$ cat src/rtl/regcmd_deser.sv
`timescale 1ns/1ps
module regcmd_deser #(
  parameter int          NUM_BYTES = 6,
  parameter logic [15:0] BASE      = 16'h0200,
  parameter logic [15:0] MASK      = 16'h03F0,
  parameter int          LOCAL_AW  = 4,
  localparam int         DATA_W    = 8 * (NUM_BYTES - 2)
) (
  input  logic                clk,
  input  logic                rst,
  input  logic [7:0]          cmd_byte,
  input  logic                cmd_first,
  output logic                wr_en,
  output logic [LOCAL_AW-1:0] wr_addr,
  output logic [DATA_W-1:0]   wr_data
);
  localparam int CW      = $clog2(NUM_BYTES);
  localparam int LASTIDX = NUM_BYTES - 1;

  logic              active;
  logic [CW-1:0]     idx;
  logic [15:0]       addr_q;
  logic [DATA_W-1:0] data_q, data_nx;
  logic              take, last_byte, hit;

  assign take      = active && !cmd_first;
  assign last_byte = take && (idx == CW'(LASTIDX));
  assign hit       = ((addr_q & MASK) == (BASE & MASK));

  always_comb begin
    data_nx = data_q;
    for (int k = 0; k < NUM_BYTES - 2; k++)
      if (take && idx == CW'(k + 2)) data_nx[8*k +: 8] = cmd_byte;
  end

  always_ff @(posedge clk or posedge rst) begin
    if (rst) begin
      active <= 1'b0;
      idx    <= '0;
      addr_q <= '0;
      data_q <= '0;
    end else if (cmd_first) begin
      active      <= 1'b1;
      idx         <= CW'(1);
      addr_q[7:0] <= cmd_byte;
    end else if (active) begin
      idx    <= idx + 1'b1;
      data_q <= data_nx;
      if (idx == CW'(1)) addr_q[15:8] <= cmd_byte;
      if (last_byte) active <= 1'b0;
    end
  end

  always_ff @(posedge clk or posedge rst) begin
    if (rst) begin
      wr_en   <= 1'b0;
      wr_addr <= '0;
      wr_data <= '0;
    end else begin
      wr_en <= last_byte && hit;
      if (last_byte && hit) begin
        wr_addr <= addr_q[LOCAL_AW-1:0];
        wr_data <= data_nx;
      end
    end
  end

  AST_IDX_RANGE: assert property (@(posedge clk) disable iff (rst)
    active |-> (idx <= CW'(LASTIDX)));
  AST_SINGLE_PULSE: assert property (@(posedge clk) disable iff (rst)
    wr_en |=> !wr_en);
  AST_HOLD_OUTPUTS: assert property (@(posedge clk) disable iff (rst)
    !wr_en |-> ($stable(wr_addr) && $stable(wr_data)));
  AST_NO_STROBE_LAST: assert property (@(posedge clk) disable iff (rst)
    wr_en |-> !$past(cmd_first));
  AST_WE_FROM_CMD: assert property (@(posedge clk) disable iff (rst)
    wr_en |-> $past(active));
endmodule

$ cat config.mk
export PLATFORM = sky130hd
export DESIGN_NAME = regcmd_deser
export DESIGN_NICKNAME = d
export VERILOG_FILES = /design/src/rtl/regcmd_deser.sv
export SDC_FILE = /design/constraint.sdc
export NUM_CORES = 1
export LEC_CHECK = 0
export ABC_AREA = 1
export BUFFER_PORTS_ARGS = -buffer_cell sky130_fd_sc_hd__buf_2
export CORE_UTILIZATION = 50
export DETAILED_ROUTE_END_ITERATION = 10
export PLACE_DENSITY_LB_ADDON = 0.2
export SLEW_MARGIN = 25
export SYNTH_ARGS = -nofsm -noshare
export SYNTH_HDL_FRONTEND = slang
export SYNTH_SLANG_ARGS = --single-unit
export TNS_END_PERCENT = 20
$ cat constraint.sdc
create_clock -name clk -period 2.7 [get_ports clk]
set_clock_uncertainty 0.1 [all_clocks]
set_input_delay 0.675 -clock clk [delete_from_list [all_inputs] [get_ports clk]]
set_output_delay 0.675 -clock clk [all_outputs]
set_load 0.02 [all_outputs]
==> results of run 1 <==
[routing by layer]
metal  part of all wire, %  wire [um]
met2                    42       2490
met1                    50       2980
met3                   5.5        325
met4                   2.3        136
met5                     0          0
[cells by family (layout without fill, tap and decap cells)]
logic type      count (synthesis)  in the layout  share of synthesized area [%]
flops                          75             75                           61.1
compound gates                  9              9                           1.51
simple gates                  223            223                           30.2
buf+inv                        24             78                           5.17
fa+ha+maj                       5              5                           2.04
[power by group through the flow]
stage	Sequential, uW	Combinational, uW	Clock (uW)
after floorplan	1510	333	0
after global placement	1470	499	0
after detailed placement	1480	514	0
after CTS	1460	517	841
after global routing	1480	588	878
final	1460	507	826
[cell usage after synthesis]
cell        n  share of area [%]
nand2_1   193                 24
dfrtp_1    75                 61
nand3_1    18                2.9
inv_1      10                1.2
buf_6       8                2.9
o21ai_0     7                1.1
ha_1        5                2.0
nor2_1      4               0.49
nand2_4     3                1.1
clkbuf_1    2               0.24
inv_4       2               0.41
nor2_2      2               0.41
a21oi_1     1               0.16
buf_4       1               0.24
inv_2       1               0.12
nand4_4     1               0.69
nor2_4      1               0.37
nor2_8      1               0.65
o22ai_1     1               0.20
[worst max path at each step]
stage                              end  cells after the start
2_1_floorplan         active$_DFF_PP0_                      1
3_3_place_gp   wr_data[16]$_DFFE_PP0P_                      6
3_5_place_dp   wr_data[13]$_DFFE_PP0P_                      6
4_1_cts        wr_data[21]$_DFFE_PP0P_                      6
5_1_grt        wr_data[18]$_DFFE_PP0P_                      6
6_report       wr_data[21]$_DFFE_PP0P_                      6
[through the flow]
step,hold WS (ps),utilization (%),setup slack (ps),instance area [um2],std cells
final,298,59.4,970,3520,465
after global routing,347,59.4,793,3520,465
after CTS,317,59.4,946,3520,465
after detailed placement,354,56.1,715,3320,449
after global placement,349,56.1,748,3320,449
after floorplan,338,-,15.0,3070,336
[worst max-delay path, delay by kind of cell (launching register included)]
kind	cells	cell delay, ps
simple gates	4	800
flops	1	420
fa+ha+maj	1	230
buf+inv	1	100
[registers in the layout (all words and copies together), names as in the netlist]
signal / cells
wr_data: 32
data_q: 24
addr_q: 10
wr_addr: 4
idx: 3
active: 1
wr_en: 1
[layout make-up]
class / count / area (um2) / area share [%]
sequential: 75 / 1880 / 53.4
multi-input combinational: 237 / 1040 / 29.5
timing repair buffer: 49 / 263 / 7.47
clock buffer: 15 / 186 / 5.30
tap: 75 / 93.8 / 2.67
inverter: 13 / 53.8 / 1.53
clock inverter: 1 / 5.00 / 0.142
==> impl_metrics.csv, run 1 <==
group,metric,value,unit
outcome,status,"finished, final reports clean",
cells_and_area,drive_gt1_share,19.2,%
grt,grt_pass1_vias,2112,
worst_setup_path,reg2regPathDepth,6,
worst_setup_path,crit_required,2880,ps
die,die-height,80.4,um
clock_tree,cts-resized-gates,0,
placed_design,dpl.hpwl,3720,um
power,p_per_area,794,mW/mm2
die,core_area,0.00592,mm2
worst_setup_path,r2r-end,"wr_data[21]$_DFFE_PP0P_",
route,routedWlPerCell,12.8,um
grt,grt_use_total,21.4,%
sta,hold_viol,0,
worst_setup_path,r2r-start,"idx[1]$_DFFE_PP0P_",
yosys,synth_nets,352,
clock_tree,hold_buffers,0,
die,start_util,51.9,%
die,num_rows,28,
cells_and_area,final_common_cell,"nand2_1",
sta,fmax,0.578,GHz
worst_setup_path,crit_path_max_incr_delay,440,ps
route,via_count,2210,
power,power_frac_clock,29.6,%
yosys,syn-cell-area,0.00307,mm2
cells_and_area,n_antenna_cell,0,
power,p_sw,820,uW
sta,tns,0,ps
clock_tree,clkTransAtPathRegs,70,ps
die,die_w,80.4,um
grt,antenna_found_initial,0,
power,p_total,2790,uW
yosys,yosysWarnings,0,
grt,grt_max_degree,76,
yosys,syn_area_per_cell,9.15,um2
worst_setup_path,slowest_stage,"nor2_8",
route,drc,0,
clock_tree,cts_sinks,75,
grt,grt_use_met3,6.14,%
clock_tree,clockBufferDepth,2,
worst_setup_path,worst-setup-path-type,"register to register",
clock_tree,cts_setup_buffers,0,
yosys,ys_seq_elements,75,
grt,gr-usage-met2,31.9,%
sta,maxSlewHeadroom,68.5,%
cells_and_area,area_growth,14.4,%
cells_and_area,num-fill-cells,539,
worst_setup_path,cp_data_arrival_time,1910,ps
clock_tree,cts_buffers,9,
power,p_comb_share,18.2,%
route,firstDrtPassIters,4,
yosys,yosysUniqueCellTypes,19,
power,p_leak,0.00211,uW
power,intPower,1970,uW
cells_and_area,most-common-layout-cells,"nand2_1 (193), dfrtp_1 (75), buf_2 (47), nand3_1 (18), clkbuf_8 (13)",
worst_setup_path,cp-end-kind,"register",
job,drv_cap,0,
worst_setup_path,cp-start-kind,"register",
grt,grt_pass1_wl,9970,um
worst_setup_path,startpoint,"idx[1]$_DFFE_PP0P_",
sta,fin_crit,1730,ps
yosys,netlist_instances,336,
die,dieArea,0.00646,mm2
worst_setup_path,path_cells,"inv_1 > ha_1 > nand4_4 > nor2_8 > nand2_1 > nand2_1",
route,routed_wl,5940,um
route,viasPerCell,4.75,
sta,slew_viol_final,0,
worst_setup_path,crit_path_frequent_cell,"nand2_1",
sta,fin_crit_sh,64.1,%
power,irDropWorstVdd,0.403,mV
sta,tightest_slew,473,ps
sta,rsz0062_at_grt,"no",
die,io_pins,48,
clock_tree,cts_max_level,3,
worst_setup_path,crit_fanout,37,
grt,use_met1,27.9,%
cells_and_area,fin_nets,401,
clock_tree,cts_tree,"done",
placed_design,place.gp.congestion,0.795,
yosys,synth-seq-area-share,61.1,%
worst_hold_path,hold_class,"input port to asynchronous set/reset pin",
grt,grt-ovfl-total,0,
clock_tree,clock_latency,340,ps
power,p_seq_share,52.2,%
route,drtAntennaViolNets,0,
clock_tree,root_buffer,"clkbuf_8",
sta,setup_viol,0,
route,drt_iter0_drc,86,
worst_setup_path,regToRegSetupSlack,970,ps
grt,grt.busiest_layer,"met2",
placed_design,port_buffers,47,
power,switching_share,29.4,%
Power figures use the tool's default switching activity.
==> run 2: changes to the inputs <==
clock period = 1.5 ns   (was 2.7 ns; I/O delays follow)
==> impl_metrics.csv, run 2 (same netlist as run 1, synthesis figures left out) <==
group,metric,value,unit
die,die_w,80.4,um
sta,fmax,0.658,GHz
clock_tree,hold_buffers,0,
grt,grt_max_degree,76,
grt,grt_pass1_vias,2175,
grt,grt_pass1_wl,10500,um
power,irDropWorstVdd,0.800,mV
worst_hold_path,hold_class,"input port to asynchronous set/reset pin",
die,num_rows,28,
clock_tree,clkTransAtPathRegs,70,ps
sta,fin_crit,1520,ps
route,drtAntennaViolNets,0,
clock_tree,cts_max_level,3,
sta,setup_viol,5,
grt,grt_use_total,22.5,%
placed_design,pre_cts_slack,-113,ps
worst_setup_path,cp-start-kind,"register",
worst_setup_path,cp_data_arrival_time,1670,ps
cells_and_area,drive_gt1_share,28.5,%
cells_and_area,fin_nets,415,
sta,tightest_slew,388,ps
worst_setup_path,crit_family,"simple AND/OR/NAND/NOR gates",
die,io_pins,48,
clock_tree,clockBufferDepth,2,
worst_setup_path,worst-setup-path-type,"register to register",
clock_tree,cts_tree,"done",
placed_design,dpl.hpwl,3890,um
worst_setup_path,cp-end-kind,"register",
worst_setup_path,regToRegSetupSlack,-20,ps
placed_design,dpl_cell_area,0.00344,mm2
route,routed_wl,6730,um
sta,maxSlewHeadroom,74.2,%
cells_and_area,most-common-layout-cells,"nand2_1 (172), dfrtp_1 (75), buf_2 (47), nand3_1 (18), nand2_2 (18)",
worst_setup_path,crit_fanout,8,
power,p_per_area,1340,mW/mm2
route,routedWlPerCell,14.1,um
sta,fin_crit_sh,101,%
sta,hold_viol,0,
sta,layout_setup_ws,-19.1,ps
sta,rsz0062_at_grt,"yes",
cells_and_area,largest_reg_flops,32,
cells_and_area,area_growth,23.8,%
grt,antenna_found_initial,0,
route,drt_iter0_drc,107,
cells_and_area,n_antenna_cell,0,
placed_design,place.gp.congestion,0.803,
route,via_count,2356,
power,p_leak,0.00217,uW
die,core_area,0.00592,mm2
worst_setup_path,slowest_stage,"dfrtp_1",
cells_and_area,regMostFlops,"wr_data",
die,die-height,80.4,um
placed_design,port_buffers,47,
sta,timing.hold.ws,16.0,ps
die,dieArea,0.00646,mm2
worst_setup_path,crit_path_max_incr_delay,430,ps
route,viasPerCell,4.92,
cells_and_area,final_common_cell,"nand2_1",
sta,slew_viol_final,0,
worst_setup_path,crit_required,1650,ps
job,drv_cap,0,
clock_tree,cts_sinks,75,
outcome,status,"finished with violations",
clock_tree,clock_latency,350,ps
worst_setup_path,crit_path_frequent_cell,"nand2_1",
route,drc,0,
worst_setup_path,path_cells,"inv_2 > ha_4 > inv_2 > nor2_4 > buf_12 > nand2_8 > nand2_1 > nand2_2 > nand2_1 > nand2_1",
route,firstDrtPassIters,4,
outcome,violations,"setup timing",
clock_tree,root_buffer,"clkbuf_8",
die,start_util,51.9,%
cells_and_area,reg.largest.list,"wr_data x32, data_q x24, addr_q x10",
grt,grt-ovfl-total,0,
cells_and_area,final_util,64.2,%
clock_tree,cts_buffers,9,
cells_and_area,fin_area,0.00380,mm2
worst_setup_path,crit_buf_inv,3,
==> run 2: worst paths after layout <==
check | from | to | cells after the start
min in group clk | cmd_byte[2] | wr_data[26]$_DFFE_PP0P_ | 3
worst max-delay path | idx[0]$_DFFE_PP0P_ | wr_data[0]$_DFFE_PP0P_ | 10
worst min register to register | wr_data[30]$_DFFE_PP0P_ | wr_data[30]$_DFFE_PP0P_ | 2
worst max register to register | idx[0]$_DFFE_PP0P_ | wr_data[0]$_DFFE_PP0P_ | 10
worst min-delay path | rst | data_q[6]$_DFFE_PP0P_ | 3
max in group asynchronous | rst | active$_DFF_PP0_ | 3
==> run 2: worst min-delay path: stages <==
cell        delay [ps]
buf_2              110
clkinvlp_4          70
buf_12             320
==> run 2: power breakdown <==
| part | internal (uW) | total [uW] | switching (uW) |
|---|---|---|---|
| Combinational | 448 | 1180 | 729 |
| Sequential | 2460 | 2640 | 181 |
| Clock | 595 | 1290 | 700 |
| Total | 3500 | 5110 | 1610 |
==> run 2: final cells by class <==
cell class	count	area [um2]
Tap cell	75	93.8
Sequential cell	75	1880
Clock buffer	13	139
Timing Repair Buffer	61	420
Clock inverter	3	15.0
Inverter	13	60.1
Multi-Input combinational cell	239	1200
Fill cell	510	2120
==> run 2: routing by layer <==
metal | vias up | share of wire [%] | global-route usage (%)
met5 | - | 0 | 0
met4 | 0 | 1.0 | 9.11
met3 | 8 | 6.3 | 6.14
met2 | 69 | 48 | 35.3
met1 | 1114 | 45 | 29.6
li1 | 1165 | - | -
==> run 2: per-stage QoR <==
step,cells,power [uW],setup TNS (ps)
floorplan,336,3320,0
global placement,457,3590,-1390
detailed placement,457,3630,-3250
CTS,474,4940,0
global route,479,5400,-1460
finish,479,5110,-64.4
==> run 2: repair_timing <==
action                                  CTS  global route
setup buffers                             0             3
endpoints found under the setup margin   36            40
pin swaps                                 0            10
resized for setup                         9            32
gates cloned                              1             2
==> run 3: changes to the inputs <==
MAX_ROUTING_LAYER = met4   (was unset)
==> impl_metrics.csv, run 3 (same netlist as run 1, synthesis figures left out) <==
group,metric,value,unit
sta,layout_setup_ws,-23.2,ps
sta,fmax,0.657,GHz
worst_setup_path,cp_data_arrival_time,1660,ps
sta,slew_viol_final,0,
clock_tree,cts_tree,"done",
die,die_w,80.4,um
route,routed_wl,6700,um
clock_tree,root_buffer,"clkbuf_8",
cells_and_area,final_common_cell,"nand2_1",
cells_and_area,largest_reg_flops,32,
power,p_leak,0.00217,uW
die,io_pins,48,
grt,grt_use_total,23.2,%
die,start_util,51.9,%
sta,tightest_slew,402,ps
clock_tree,clock_latency,340,ps
worst_setup_path,worst-setup-path-type,"register to register",
clock_tree,clkTransAtPathRegs,70,ps
worst_setup_path,cp-end-kind,"register",
cells_and_area,drive_gt1_share,28.3,%
cells_and_area,n_antenna_cell,0,
power,p_total,5110,uW
route,routedWlPerCell,14.0,um
outcome,violations,"setup timing",
cells_and_area,fin_area,0.00381,mm2
clock_tree,clockBufferDepth,2,
sta,fin_crit_sh,102,%
grt,grt-ovfl-total,0,
placed_design,place.gp.congestion,0.815,
clock_tree,cts_max_level,3,
placed_design,dpl_cell_area,0.00344,mm2
clock_tree,hold_buffers,0,
die,num_rows,28,
power,irDropWorstVdd,0.801,mV
placed_design,port_buffers,47,
cells_and_area,most-common-layout-cells,"nand2_1 (172), dfrtp_1 (75), buf_2 (47), nand3_1 (18), nand2_2 (18)",
cells_and_area,reg.largest.list,"wr_data x32, data_q x24, addr_q x10",
worst_setup_path,cp-start-kind,"register",
die,dieArea,0.00646,mm2
grt,grt_max_degree,76,
route,via_count,2346,
route,drtAntennaViolNets,0,
route,drt_iter0_drc,96,
outcome,status,"finished with violations",
worst_setup_path,crit_required,1640,ps
placed_design,pre_cts_slack,-113,ps
sta,setup_viol,6,
grt,grt_pass1_vias,2166,
route,viasPerCell,4.91,
sta,fin_crit,1520,ps
power,p_per_area,1340,mW/mm2
worst_hold_path,hold_class,"input port to asynchronous set/reset pin",
cells_and_area,regMostFlops,"wr_data",
die,die-height,80.4,um
die,core_area,0.00592,mm2
route,firstDrtPassIters,4,
route,drc,0,
sta,rsz0062_at_grt,"yes",
placed_design,dp.cells,457,
clock_tree,cts_sinks,75,
job,drv_cap,0,
cells_and_area,fin_nets,414,
grt,antenna_found_initial,0,
grt,grt_pass1_wl,10500,um
worst_setup_path,crit_fanout,8,
sta,hold_viol,0,
placed_design,dpl.hpwl,3890,um
sta,maxSlewHeadroom,73.2,%
clock_tree,cts_buffers,9,
cells_and_area,fin_cells,478,
cells_and_area,area_growth,23.9,%
[run 3: cell types whose count changed in the layout (fill, tap and decap cells not counted)]
cell    before  now
buf_12       5    6
buf_4        8    6
[run 3: layer usage]
layer	vias up	GRT usage (%)	share of wire [%]
li1	1163	-	-
met1	1120	29.6	46
met2	58	35.3	48
met3	5	6.14	4.9
met4	0	9.11	0.64
met5	-	-	0
[run 3: metrics by stage]
| stage | TNS, ps | hold WS, ps | util [%] |
|---|---|---|---|
| 3_3_place_gp | -1390 | 349 | 58.1 |
| 3_5_place_dp | -3250 | 354 | 58.1 |
| 5_1_grt | -1460 | 57.1 | 64.3 |
| 6_report | -76.2 | 9.79 | 64.3 |
| 4_1_cts | 0 | 49.7 | 61.5 |
| 2_1_floorplan | 0 | 338 | - |
[run 3: timing repair]
action / CTS / global route
gates resized for setup: 9 / 32
setup endpoints to repair: 36 / 40
pin swaps: 0 / 10
buffers inserted: 0 / 2
cloned: 1 / 2
hold endpoints to repair: 0 / 0
[run 3: where the power goes]
group | total (uW) | internal, uW | switching, uW
clock network | 1280 | 595 | 688
logic | 1180 | 451 | 730
registers | 2640 | 2460 | 181
total | 5110 | 3510 | 1600
[run 3: worst max-delay path: stages, from the launching register on]
cell     delay [ps]
dfrtp_1         430
inv_2           110
ha_4            130
inv_2            40
nor2_4          160
buf_12          140
nand2_8          80
nand2_1          80
nand2_2          50
nand2_1          60
nand2_1          40
[run 3: worst paths after layout]
| path | slack, ps | from | end | cells after the start |
|---|---|---|---|---|
| setup reg to reg | -20 | idx[0]$_DFFE_PP0P_ | wr_data[0]$_DFFE_PP0P_ | 10 |
| hold reg to reg | 370 | wr_data[30]$_DFFE_PP0P_ | wr_data[30]$_DFFE_PP0P_ | 2 |
| hold / removal | 10 | rst | data_q[6]$_DFFE_PP0P_ | 3 |
| min in group clk | 230 | cmd_byte[2] | wr_data[26]$_DFFE_PP0P_ | 3 |
| max in group asynchronous | 950 | rst | wr_data[12]$_DFFE_PP0P_ | 3 |
| setup / recovery | -20 | idx[0]$_DFFE_PP0P_ | wr_data[0]$_DFFE_PP0P_ | 10 |
[run 3: area by class of cell]
type,count,area (um2)
well taps,75,93.8
multi-input cells,239,1200
inverters,13,60.1
repair buffers,60,425
clock buffers,13,139
flip-flops and latches,75,1880
fillers,510,2110
clock inverters,3,15.0
